**config.mk**
```make
export PLATFORM = sky130hd
export DESIGN_NAME = bl_dimoff_ctrl
export DESIGN_NICKNAME = d
export VERILOG_FILES = /design/src/rtl/bl_dimoff_pkg.sv /design/src/rtl/bl_level_sel.sv /design/src/rtl/bl_hold_timer.sv /design/src/rtl/bl_ctrl_state.sv /design/src/rtl/bl_dimoff_ctrl.sv
export SDC_FILE = /design/constraint.sdc
export NUM_CORES = 1
export LEC_CHECK = 0
export ABC_AREA = 0
export BUFFER_PORTS_ARGS = -buffer_cell sky130_fd_sc_hd__buf_4
export CELL_PAD_IN_SITES_DETAIL_PLACEMENT = 1
export CELL_PAD_IN_SITES_GLOBAL_PLACEMENT = 1
export CORE_ASPECT_RATIO = 1.75
export CORE_UTILIZATION = 39
export CTS_BUF_LIST = sky130_fd_sc_hd__clkbuf_4
export DETAILED_ROUTE_END_ITERATION = 8
export PLACE_DENSITY_LB_ADDON = 0.1
export SYNTH_ARGS = -nofsm -noshare
export SYNTH_HDL_FRONTEND = slang
export SYNTH_HIERARCHICAL = 1
export SYNTH_SLANG_ARGS = --single-unit
export TNS_END_PERCENT = 5
```
**constraint.sdc**
```tcl
create_clock -name clk -period 2.4 [get_ports clk]
set_input_delay 0.24 -clock clk [delete_from_list [all_inputs] [get_ports clk]]
set_output_delay 0.24 -clock clk [all_outputs]
set_load 0.05 [all_outputs]
```
**src/rtl/bl_dimoff_pkg.sv**
```systemverilog
package bl_dimoff_pkg;

    localparam int unsigned BRT_W   = 7;
    localparam int unsigned TCODE_W = 4;
    localparam int unsigned SEC_W   = 7;

    typedef enum logic [1:0] {
        LVL_DAY    = 2'b00,
        LVL_OFFICE = 2'b01,
        LVL_DARK   = 2'b10,
        LVL_DARK_B = 2'b11
    } lvl_e;

    typedef struct packed {
        logic [BRT_W-1:0] max_code;
        logic [BRT_W-1:0] dim_code;
    } lvl_pair_t;

    // Events seen by the control state in one cycle
    typedef struct packed {
        logic set_on;    // enable write 1 or key wake
        logic clr_on;    // enable write 0
        logic dim_wr;
        logic dim_val;
        logic dim_exp;
        logic off_exp;
    } ctl_evt_t;

    // Countdown length in seconds for a timer code; 0 means disabled
    function automatic logic [SEC_W-1:0] tcode_secs(input logic [TCODE_W-1:0] c);
        logic [SEC_W-1:0] s;
        case (c)
            4'd0:    s = SEC_W'(0);
            4'd11:   s = SEC_W'(105);
            4'd12:   s = SEC_W'(110);
            4'd13:   s = SEC_W'(114);
            4'd14:   s = SEC_W'(117);
            4'd15:   s = SEC_W'(120);
            default: s = SEC_W'(c) * SEC_W'(10);
        endcase
        return s;
    endfunction

endpackage

```
**src/rtl/bl_level_sel.sv**
```systemverilog
module bl_level_sel
    import bl_dimoff_pkg::*;
#(
    parameter int unsigned W = BRT_W
) (
    input  logic [1:0]   level_sel,
    input  logic [W-1:0] day_max,
    input  logic [W-1:0] day_dim,
    input  logic [W-1:0] office_max,
    input  logic [W-1:0] office_dim,
    input  logic [W-1:0] dark_max,
    input  logic [W-1:0] dark_dim,
    output logic [W-1:0] sel_max,
    output logic [W-1:0] sel_dim
);
    lvl_e lvl;
    assign lvl = lvl_e'(level_sel);

    always_comb begin
        unique case (lvl)
            LVL_DAY: begin
                sel_max = day_max;
                sel_dim = day_dim;
            end
            LVL_OFFICE: begin
                sel_max = office_max;
                sel_dim = office_dim;
            end
            default: begin
                sel_max = dark_max;
                sel_dim = dark_dim;
            end
        endcase
    end
endmodule

```
**src/rtl/bl_hold_timer.sv**
```systemverilog
module bl_hold_timer
    import bl_dimoff_pkg::*;
#(
    parameter int unsigned CW = TCODE_W,
    parameter int unsigned SW = SEC_W
) (
    input  logic          clk,
    input  logic          rst,
    input  logic          restart,
    input  logic          run,
    input  logic          tick,
    input  logic [CW-1:0] code,
    output logic          expire
);
    logic [SW-1:0] cnt_q;
    logic          act_q;

    // Expiry is seen on the tick that consumes the last second
    assign expire = act_q && tick && (cnt_q == SW'(1));

    always_ff @(posedge clk) begin
        if (rst) begin
            cnt_q <= '0;
            act_q <= 1'b0;
        end else if (restart) begin
            cnt_q <= SW'(tcode_secs(TCODE_W'(code)));
            act_q <= (code != '0);
        end else if (!run) begin
            act_q <= 1'b0;
        end else if (act_q && tick) begin
            cnt_q <= cnt_q - SW'(1);
            if (cnt_q == SW'(1)) act_q <= 1'b0;
        end
    end
endmodule

```
**src/rtl/bl_ctrl_state.sv**
```systemverilog
module bl_ctrl_state
    import bl_dimoff_pkg::*;
(
    input  logic     clk,
    input  logic     rst,
    input  ctl_evt_t evt,
    output logic     en_q,
    output logic     dim_q,
    output logic     rs_dim,
    output logic     rs_off
);
    logic en_n, dim_n;

    always_comb begin
        en_n   = en_q;
        dim_n  = dim_q;
        rs_dim = 1'b0;
        rs_off = 1'b0;
        if (evt.set_on) begin
            en_n   = 1'b1;
            dim_n  = 1'b0;
            rs_dim = 1'b1;
            rs_off = 1'b1;
        end else if (evt.clr_on) begin
            en_n  = 1'b0;
            dim_n = 1'b0;
        end else if (en_q) begin
            if (evt.dim_wr) begin
                dim_n = evt.dim_val;
                if (!evt.dim_val) rs_dim = 1'b1;
            end else if (evt.dim_exp) begin
                dim_n = 1'b1;
            end
            if (evt.off_exp) begin
                en_n  = 1'b0;
                dim_n = 1'b0;
            end
        end
    end

    always_ff @(posedge clk) begin
        if (rst) begin
            en_q  <= 1'b0;
            dim_q <= 1'b0;
        end else begin
            en_q  <= en_n;
            dim_q <= dim_n;
        end
    end
endmodule

```
**src/rtl/bl_dimoff_ctrl.sv**
```systemverilog
module bl_dimoff_ctrl
    import bl_dimoff_pkg::*;
#(
    parameter int unsigned BW = BRT_W,
    parameter int unsigned CW = TCODE_W,
    parameter int unsigned SW = SEC_W
) (
    input  logic          clk,
    input  logic          rst,
    input  logic          en_wr,
    input  logic          en_wdata,
    input  logic          dim_wr,
    input  logic          dim_wdata,
    input  logic [1:0]    level_sel,
    input  logic [BW-1:0] day_max,
    input  logic [BW-1:0] day_dim,
    input  logic [BW-1:0] office_max,
    input  logic [BW-1:0] office_dim,
    input  logic [BW-1:0] dark_max,
    input  logic [BW-1:0] dark_dim,
    input  logic [CW-1:0] dim_tcode,
    input  logic [CW-1:0] off_tcode,
    input  logic          key_press,
    input  logic          key_wake_en,
    input  logic          tick_1hz,
    output logic [BW-1:0] target_code,
    output logic          en_state,
    output logic          dim_state,
    output logic          bl_on
);
    localparam int unsigned NTMR = 2;   // index 0: dim, 1: off

    logic [BW-1:0] sel_max, sel_dim;
    logic          en_q, dim_q;
    logic [NTMR-1:0]         tmr_rs, tmr_exp;
    logic [NTMR-1:0][CW-1:0] tmr_code;
    ctl_evt_t      evt;

    bl_level_sel #(.W(BW)) u_lvl (
        .level_sel (level_sel),
        .day_max   (day_max),
        .day_dim   (day_dim),
        .office_max(office_max),
        .office_dim(office_dim),
        .dark_max  (dark_max),
        .dark_dim  (dark_dim),
        .sel_max   (sel_max),
        .sel_dim   (sel_dim)
    );

    assign evt.set_on  = (en_wr && en_wdata) || (key_press && key_wake_en);
    assign evt.clr_on  = en_wr && !en_wdata;
    assign evt.dim_wr  = dim_wr;
    assign evt.dim_val = dim_wdata;
    assign evt.dim_exp = tmr_exp[0];
    assign evt.off_exp = tmr_exp[1];

    bl_ctrl_state u_st (
        .clk   (clk),
        .rst   (rst),
        .evt   (evt),
        .en_q  (en_q),
        .dim_q (dim_q),
        .rs_dim(tmr_rs[0]),
        .rs_off(tmr_rs[1])
    );

    assign tmr_code[0] = dim_tcode;
    assign tmr_code[1] = off_tcode;

    for (genvar gi = 0; gi < NTMR; gi++) begin : g_tmr
        bl_hold_timer #(.CW(CW), .SW(SW)) u_tmr (
            .clk    (clk),
            .rst    (rst),
            .restart(tmr_rs[gi]),
            .run    (en_q),
            .tick   (tick_1hz),
            .code   (tmr_code[gi]),
            .expire (tmr_exp[gi])
        );
    end

    assign target_code = !en_q ? '0 : (dim_q ? sel_dim : sel_max);
    assign en_state    = en_q;
    assign dim_state   = dim_q;
    assign bl_on       = en_q;
endmodule

```
==> impl_results.md, run 1 <==
* GRT Overall Usage at 21.8%
* Final critical-path share of the clock period at 73.3%
* DRT iter0 DRCs at 64
* Syn-to-layout area delta at 24.1%
* Clk buf depth at 2
* Worst-Skew Late Latency at 0.30 ns
* R2R Setup Slk at 0.72 ns
* RR Startpoint: u_st/en_q$_SDFF_PP0_
* Min-delay worst type: in -> reg
* Part of the Yosys area used for sequential elements at a little under a fifth
* WL met1 at 2090 um
* Overflow after GRT at 0
* Clock share of power at around 18%
* Max-slew violation count at 0
* WP depth at 3
* Seq cells post-synth at 18
* Cell variety after synth at 43
* Number of CTS-inserted buffers at 3
* DRT antenna net count at 0
* Port Buffers at 70
* Number of global-route vias before repair at just under 2,000
* Antenna diodes at 0
* Hold buffers post-CTS at 0
* Dpl ws at 0.520 ns
* I/O pins at 71
* CP max FO at 9
* First-pass GRT wire length at 9230 um
* TritonRoute pass-1 iters at 4
* Clock skew at 0.00760 ns
* Req. time, crit path at 2.16 ns
* H-tree depth at 1
* Die Wd at 55.7 um
* Worst relative slew slack at 64.6%
* Fin. Hold Viols at 0
* CP max stage delay at 0.67 ns
* Critical Path End: target_code[3]
* Status: completed
* Worst-Margin Slew at 0.530 ns
* Sequential Power Share at 38.3%
* Avg WL per Cell at 15.9 um
* Crit Reg-Reg Endpoint: g_tmr[1].u_tmr/cnt_q[4]$_SDFFE_PP0P_
* Final setup violation count at 0
* Routed wire length at 5740 um
* Critical-path cell list: mux2i_1 > nor2b_1 > buf_4
* Kind of critical path: reg -> out
* Setup tns final at 0 ns
* Met2 wire len at 3390 um
* Uppermost layer routed: met4
* Core ar. at between 0.004 and 0.005 sq mm
* Fin worst setup slack at 0.641 ns
* Internal at 0.000583 W
* Worst Setup End Kind: output port
* Postcts setup bufs at 0
* Mapped Cells at 255
* Critical path origin: u_st/dim_q$_SDFFE_PP0P_
* R2r worst-path depth at 4
* Drt drc at 0
* Delay-heaviest family, CP: flip-flops
* Max_cap viols at 0
* DP Wirelength at roughly 4700 um
* P_sw at 0.000348 W
* Syn Std Cell Area at 0.00197 sq mm
* Initial antenna violation count at 0
* Placer Congestion at around 0.75
* Post-synth EDFFs at 0
* Hold Path Cell Cnt at 2
* F_max at between 500 and 600 MHz
* Synth Flop Type: dfxtp_1
* Leak pwr at 1.05 nW
* Via count at between 2,000 and 2,500
* DIE AREA at 0.00535 sq mm
* Crit path time final at 1.76 ns
* Clock sinks at 18
* Via density at 5.62
* Clk slew on worst S/H paths at about 0.12 ns
* WP buf/inv at 1
* Final #Nets at between 300 and 400
* Unrepaired setup endpoints after global routing: no
* Mapped Nets at ~330
* Comb pwr share at roughly 44%
* Gates resized, CTS repair at 0
* CTS tree: done
* Synth Warn # at 6
* Die Y at 96.0 um
* CTS root buf: clkbuf_4
* Sw Ratio at 37.4%
* Mean Syn Cell Area at 7.72 sq um
* Power Density at 381 mW/mm^2
* Largest net degree at the start of global routing at 29
* Share of flip-flops with an asynchronous set or reset at 0%
* Row count at 33
* Layout cells sized above 1 at 27.9%
* WL met3 at 215 um
* Worst path slowest cell: dfxtp_1
* Initial Util at 41.4%
* Crit path DAT at 1.52 ns
* Max IR drop VDD at around 0.00032 V
* Startpoint Class: flop
per-layer routing:
layer | GRT usage, % | vias up
li1 | - | 1014
met1 | 21.1 | 969
met2 | 46.7 | 38
met3 | 2.96 | 2
met4 | 5.42 | 0
met5 | 0 | -
cell usage in the layout (no fill, tap or decap), types with 3 or more instances in the layout:
cell type and count:
a21oi_1 6, o22ai_1 8, clkbuf_4 3, buf_4 71, nor2_1 19, o21a_1 4
ha_1 10, a311oi_1 4, nor3_1 9, dfxtp_1 18, nor2b_1 14, nand2b_1 3
xnor2_1 4, o21ai_0 12, mux2i_1 21, nand2_1 26, o21ai_1 12, xor2_1 10
and3_1 3, nand3_1 10, inv_1 6
kinds of logic after synthesis:
kind of cell | synth area share [%]
fa+ha+maj | 8.39
simple gates | 27.1
xor+xnor | 6.23
flops | 18.3
mux | 10.7
compound gates | 20.5
buf+inv | 8.77
through the flow:
| step | hold slack [ns] | utilization (%) | instances | cell area [sq um] | total power, W |
|---|---|---|---|---|---|
| final | 0.194 | 51.4 | 360 | 2440 | 0.000931 |
| after global routing | 0.202 | 51.4 | 360 | 2440 | 0.000998 |
| after CTS | 0.185 | 51.4 | 360 | 2440 | 0.000945 |
| after detailed placement | 0.523 | 50.9 | 356 | 2420 | 0.000777 |
| after global placement | 0.522 | 50.9 | 356 | 2420 | 0.000769 |
| after floorplan | 0.309 | - | 255 | 1970 | 0.000634 |
power by group through the flow:
stage               sequential (W)  clock (W)  combinational, W
floorplan                 0.000360          0          0.000275
CTS                       0.000357   0.000172          0.000416
finish                    0.000357   0.000164          0.000410
global route              0.000362   0.000183          0.000453
detailed placement        0.000363          0          0.000414
global placement          0.000363          0          0.000406
area by class of cell:
cell class              count  area (sq um)
clock inverters             1          3.75
clock buffers               3          22.5
well taps                  52          65.1
inverters                   6          22.5
multi-input cells         209          1440
fillers                   627          2310
repair buffers             71           533
flip-flops and latches     18           360
synth_stat cells, types with 9 or more instances:
cell type	instances	area [sq um]
buf_2	11	55.1
dfxtp_1	18	360
ha_1	10	125
mux2i_1	21	210
nand2_1	26	97.6
nand3_1	10	50.1
nor2_1	19	71.3
nor2b_1	14	87.6
nor3_1	9	45.0
o21ai_0	12	60.1
o21ai_1	12	60.1
xor2_1	10	87.6
worst min-delay path by stage:
stage | from | to | slack, ns
after global placement | rst | g_tmr[1].u_tmr/cnt_q[2]$_SDFFE_PP0P_ | 0.52
final | rst | g_tmr[1].u_tmr/cnt_q[2]$_SDFFE_PP0P_ | 0.19
after global routing | rst | g_tmr[1].u_tmr/cnt_q[2]$_SDFFE_PP0P_ | 0.20
after CTS | rst | g_tmr[1].u_tmr/cnt_q[2]$_SDFFE_PP0P_ | 0.19
after detailed placement | rst | g_tmr[0].u_tmr/cnt_q[2]$_SDFFE_PP0P_ | 0.52
after floorplan | rst | g_tmr[0].u_tmr/cnt_q[2]$_SDFFE_PP0P_ | 0.31
sequential cells by signal, summed over array words and instances (netlist names):
name	count
g_tmr.u_tmr/cnt_q	14
g_tmr.u_tmr/act_q	2
u_st/dim_q	1
u_st/en_q	1
Note: power is estimated with default switching activity, not from simulation.
==> run 2: changes to the inputs <==
Settings changed: CORE_UTILIZATION 39 to 33.
Clock period 2.4 ns to 1.6 ns, I/O delays scaled along.
==> run 2 against run 1 <==
Net effect: register-to-register slack got worse by 0.61 ns; non-clock buffer count rose by 14; sequential share of layout area decreased by 0.76 points; die area is 18% higher; first-iteration DRC count down 22%; global-route usage decreased by 2.3 points; worst hold slack lost 0.069 ns; clock power increased by 45%; sequential power is 47% higher; setup slack worse by 0.53 ns.
==> impl_results.md, run 2 (synthesis results as in run 1) <==
* Crit path DAT at 1.69 ns (+0.17 ns)
* Clock share of power at 16.6% (-1.0 points)
* DIE AREA at 0.00629 sq mm (+18%)
* Final critical-path share of the clock period at between 90% and 100%
* Final #Nets at 396 (+3.7%)
* Die Wd at 60.4 um (+8.4%)
* Leak pwr at 1.12 nW (+6.7%)
* I/O pins at 71 (unchanged)
* Uppermost layer routed: met4
* Placer Congestion at 0.758 (+0.53%)
* Max IR drop VDD at 0.000324 V (+1.7%)
* WL met3 at 238 um (+11%)
* Initial Util at 34.7% (-6.8 points)
* RR Startpoint: u_st/en_q$_SDFF_PP0_
* Power Density at 550 mW/mm^2 (+44%)
* Crit path time final at 1.49 ns
* P_sw at 0.000524 W (+51%)
* Routed wire length at 5970 um (+3.9%)
* Clk buf depth at 2 (unchanged)
* Req. time, crit path at 1.80 ns (-0.36 ns)
* Min-delay worst type: in -> reg
* F_max at between 600 and 700 MHz
* Sw Ratio at 36.8% (-0.54 points)
* Fin worst setup slack at 0.113 ns (-0.529 ns)
* Hold buffers post-CTS at 0 (unchanged)
* Fin. Hold Viols at 0 (unchanged)
* CP max FO at 10 (+1)
* DRT iter0 DRCs at 50 (-22%)
* Critical path origin: u_st/en_q$_SDFF_PP0_
* DP Wirelength at 4830 um (+3.4%)
* Postcts setup bufs at 0 (unchanged)
* Initial antenna violation count at 0 (unchanged)
* Core ar. at 0.00568 sq mm (+20%)
* Clock skew at 0.00161 ns (-0.00598 ns)
* Hold path start: rst
* DRT antenna net count at 0 (unchanged)
* Worst relative slew slack at 75.6% (+11 points)
* Hold WS at 0.125 ns (-0.0693 ns)
* First-pass GRT wire length at 9690 um (+5.1%)
* Max-slew violation count at 0 (unchanged)
* TritonRoute pass-1 iters at 4 (unchanged)
* Internal at 0.000898 W (+54%)
* GRT Overall Usage at 19.5% (-2.3 points)
* Largest regs: g_tmr.u_tmr/cnt_q: 14 flops, g_tmr.u_tmr/act_q: 2 flops
* Avg WL per Cell at 15.0 um (-5.7%)
* CTS tree: done
* Startpoint Class: flop
* Dpl ws at -0.124 ns (-0.645 ns)
* Status: completed
* Largest net degree at the start of global routing at 29 (unchanged)
* Worst Setup End Kind: flop
* Drt drc at 0 (unchanged)
* Overflow after GRT at 0 (unchanged)
* Most frequent cells in the layout: buf_4, nand2_1, mux2i_1, nor2_1, dfxtp_1
* Via count at 2,088 (+3.2%)
* Clk slew on worst S/H paths at 0.11 ns (about the same)
* Final setup violation count at 0 (unchanged)
* Largest register by flop count: g_tmr.u_tmr/cnt_q
* CTS root buf: clkbuf_4
* Comb pwr share at 46.5% (+2.4 points)
* WL met1 at 2390 um (+14%)
* Unrepaired setup endpoints after global routing: no
* Number of CTS-inserted buffers at 3 (unchanged)
* Layout cells sized above 1 at 32.1% (+4.2 points)
* Port Buffers at 70 (unchanged)
* Kind of critical path: reg -> reg
* Met2 wire len at 3300 um (-2.7%)
* Via density at 5.26 (-6.4%)
* Number of flip-flops in the largest register at 14 (unchanged)
* Number of global-route vias before repair at 2,070 (+5.6%)
* Die Y at 104 um (+8.5%)
* Gates resized, CTS repair at 0 (unchanged)
* R2R Setup Slk at 0.11 ns (-0.61 ns)
* Clock sinks at 18 (unchanged)
* H-tree depth at 1 (unchanged)
* Antenna diodes at 0 (unchanged)
* Row count at 36 (+9.1%)
* Max_cap viols at 0 (unchanged)
* Fill cells at 729 (+16%)
* Worst-Skew Late Latency at 0.29 ns (about the same)
* Worst-Margin Slew at 0.363 ns (-0.167 ns)
* Syn-to-layout area delta at 31.3%
* Commonest non-fill, non-tap cell in the layout: buf_4
* Sequential Power Share at 36.9% (-1.4 points)
==> run 2: power by group through the flow <==
stage / clock [W] / sequential (W) / combinational [W]
finish: 0.000237 / 0.000524 / 0.000661
global route: 0.000266 / 0.000530 / 0.000735
CTS: 0.000247 / 0.000525 / 0.000669
detailed placement: 0 / 0.000536 / 0.000667
global placement: 0 / 0.000535 / 0.000654
floorplan: 0 / 0.000540 / 0.000413
==> run 2: final timing paths <==
check,depth (start not counted),to
hold reg to reg,3,g_tmr[0].u_tmr/act_q$_SDFFE_PP0P_
setup / recovery,4,g_tmr[1].u_tmr/cnt_q[2]$_SDFFE_PP0P_
hold / removal,2,g_tmr[1].u_tmr/act_q$_SDFFE_PP0P_
setup reg to reg,4,g_tmr[1].u_tmr/cnt_q[2]$_SDFFE_PP0P_
==> run 2: area by class of cell <==
type	count	area (sq um)	share of cell area, %
flip-flops and latches	18	362	14.0
repair buffers	85	638	24.7
well taps	76	95.1	3.68
multi-input cells	209	1440	55.9
clock buffers	3	22.5	0.872
inverters	6	22.5	0.872
==> run 2: routing by layer <==
metal	vias up	track usage [%]
li1	1039	-
met1	1004	21.9
met2	41	37.2
met3	4	1.99
met5	-	0
met4	0	3.49
==> run 2: metrics by stage <==
stage	setup TNS, ns	instance area (sq um)	instances	utilization (%)	total power, W
finish	0	2580	397	45.5	0.00142
detailed placement	-0.275	2550	394	45.0	0.00120
floorplan	-1.18	1970	255	-	0.000953
CTS	0	2580	397	45.4	0.00144
global route	0	2580	397	45.5	0.00153
global placement	-0.176	2550	394	45.0	0.00119
==> run 2: worst max-delay path, stage by stage (launching register included) <==
cell and delay, ns:
dfxtp_2 0.38, and3_1 0.29, and3_4 0.22, o21a_1 0.19, a2111oi_2 0.31
==> run 3: changes to the inputs <==
Settings changed: CORE_ASPECT_RATIO 1.75 to default, CORE_UTILIZATION 33 to 39.
Clock period 1.6 ns to 1.9 ns, I/O delays scaled along.
==> run 3 against run 2 <==
Net effect: clock skew grew 0.0025 ns; sequential power down 14%; non-clock buffer count down 12; register-to-register slack gained 0.16 ns; via count fell by 4.7%; worst hold slack better by 0.030 ns; sequential share of layout area grew 0.62 points.
==> impl_results.md, run 3 (synthesis results as in run 1) <==
* Status: completed
* RR Startpoint: u_st/en_q$_SDFF_PP0_
* Number of global-route vias before repair at 1,905 (-8.0%)
* Critical path origin: u_st/dim_q$_SDFFE_PP0P_
* Port Buffers at 70 (unchanged)
* Die Wd at 73.0 um (+21%)
* WP depth at 3 (-1)
* Req. time, crit path at 1.71 ns (-0.09 ns)
* Min-delay worst type: in -> reg
* CTS tree: done
* Routed wire length at 5590 um (-6.3%)
* Syn-to-layout area delta at 25.7%
* Seq. cell area at 362 sq um (unchanged)
* Worst path slowest cell: dfxtp_1
* Delay-heaviest family, CP: flip-flops
* Unrepaired setup endpoints after global routing: no
* Max-slew violation count at 0 (unchanged)
* Largest net degree at the start of global routing at 29 (unchanged)
* Most frequent cells in the layout: buf_4, nand2_1, mux2i_1, nor2_1, dfxtp_1
* First-pass GRT wire length at 9140 um (-5.8%)
* Core ar. at 0.00479 sq mm (-16%)
* CP max stage delay at 0.64 ns (+0.26 ns)
* Placer Congestion at 0.726 (-4.2%)
* Largest regs: g_tmr.u_tmr/cnt_q: 14 flops, g_tmr.u_tmr/act_q: 2 flops
* Crit path time final at between 1.5 and 2 ns
* Clk slew on worst S/H paths at 0.10 ns (about the same)
* DP Wirelength at 4440 um (-8.1%)
* Via density at 5.29 (+0.63%)
* Critical Path End: target_code[0]
* Gates resized, CTS repair at 0 (unchanged)
* Via count at 1,990 (-4.7%)
* WP buf/inv at 1 (+1)
* Critical-path cell list: mux2i_1 > nor2b_1 > buf_4
* Final setup violation count at 0 (unchanged)
* F_max at ~600 MHz
* CP max FO at 9 (-1)
* Overflow after GRT at 0 (unchanged)
* Dpl ws at 0.0988 ns (+0.223 ns)
* Multi-input gate area at 0.00144 sq mm (-0.61%)
* Max_cap viols at 0 (unchanged)
* Initial Util at 41.1% (+6.4 points)
* Leak pwr at 1.06 nW (-5.5%)
* Clock skew at 0.00409 ns (+0.00248 ns)
* Final #Nets at 384 (-3.0%)
* R2r worst-path depth at 4 (unchanged)
* Setup tns final at 0 ns (unchanged)
* CTS root buf: clkbuf_4
* Hold buffers post-CTS at 0 (unchanged)
* Kind of critical path: reg -> out
* Largest register by flop count: g_tmr.u_tmr/cnt_q
* DRT antenna net count at 0 (unchanged)
* Fill cells at 613 (-16%)
* Antenna diodes at 0 (unchanged)
* Max IR drop VDD at 0.000201 V (-38%)
* Crit path DAT at 1.47 ns (-0.22 ns)
* H-tree depth at 1 (unchanged)
* Worst Setup End Kind: output port
* Row count at 25 (-31%)
* Number of CTS-inserted buffers at 3 (unchanged)
* Startpoint Class: flop
* Worst relative slew slack at 67.7% (-7.9 points)
* Fin util at 51.7% (+6.2 points)
* TritonRoute pass-1 iters at 4 (unchanged)
* Clk buf depth at 2 (unchanged)
* Avg WL per Cell at 14.9 um (-1.1%)
* Layout cells sized above 1 at 28.8% (-3.3 points)
* Drt drc at 0 (unchanged)
* DIE AREA at 0.00533 sq mm (-15%)
* Postcts setup bufs at 0 (unchanged)
* Crit Reg-Reg Endpoint: g_tmr[0].u_tmr/cnt_q[2]$_SDFFE_PP0P_
* Worst-Skew Late Latency at 0.30 ns (about the same)
* I/O pins at 71 (unchanged)
* Fin. Hold Viols at 0 (unchanged)
* Initial antenna violation count at 0 (unchanged)
* Final critical-path share of the clock period at 87.3%
* DRT iter0 DRCs at 66 (+32%)
* GRT Overall Usage at 21.9% (+2.4 points)
* Die Y at 73.0 um (-30%)
* Worst-Margin Slew at 0.484 ns (+0.121 ns)
* R2R Setup Slk at 0.27 ns (+0.16 ns)
* Number of flip-flops in the largest register at 14 (unchanged)
* Total Power at 0.00117 W (-18%)
* Clock sinks at 18 (unchanged)
* Power Density at 472 mW/mm^2 (-14%)
* Fin worst setup slack at 0.241 ns (+0.128 ns)
* Commonest non-fill, non-tap cell in the layout: buf_4
## run 3: cell types whose count changed in the layout (fill, tap and decap cells not counted)
cell	previous run	this run
a311oi_1	3	4
a311oi_2	1	0
nor2b_2	1	0
nor2b_1	13	14
buf_4	85	73
## run 3: report_power, final
part           total (W)  switching, W  internal (W)
logic           0.000524      0.000274      0.000250
registers       0.000450     0.0000370      0.000413
clock network   0.000194      0.000120     0.0000740
## run 3: worst min path at each step
stage               slack [ns]  cells past startpoint  start                                   end
floorplan                 0.25                      1    rst                  u_st/en_q$_SDFF_PP0_
finish                    0.16                      2    rst  g_tmr[0].u_tmr/cnt_q[2]$_SDFFE_PP0P_
detailed placement        0.48                      2    rst  g_tmr[0].u_tmr/cnt_q[2]$_SDFFE_PP0P_
CTS                       0.16                      2    rst  g_tmr[0].u_tmr/cnt_q[2]$_SDFFE_PP0P_
global placement          0.48                      2    rst                  u_st/en_q$_SDFF_PP0_
global route              0.15                      2    rst  g_tmr[0].u_tmr/cnt_q[2]$_SDFFE_PP0P_
## run 3: stage by stage
stage               area (sq um)  instances  hold slack, ns
global placement            2450        373           0.477
CTS                         2470        376           0.156
floorplan                   1970        255           0.255
detailed placement          2450        373           0.483
finish                      2470        376           0.155
global route                2470        376           0.147
## run 3: final cells by class
type	instances	share of cell area [%]
sequential	18	14.6
tap	67	3.39
inverter	6	0.910
timing repair buffer	73	22.2
multi-input combinational	209	58.0
clock buffer	3	0.910
## run 3: per-layer routing
| layer | routed length [um] | share of wire [%] | vias to the layer above | track usage [%] |
|---|---|---|---|---|
| li1 | - | - | 1018 | - |
| met1 | 2770 | 50 | 909 | 30.6 |
| met2 | 2390 | 43 | 58 | 34.7 |
| met3 | 376 | 6.7 | 5 | 3.18 |
| met4 | 57 | 1.0 | 0 | 6.54 |
| met5 | 0 | 0 | - | 0 |
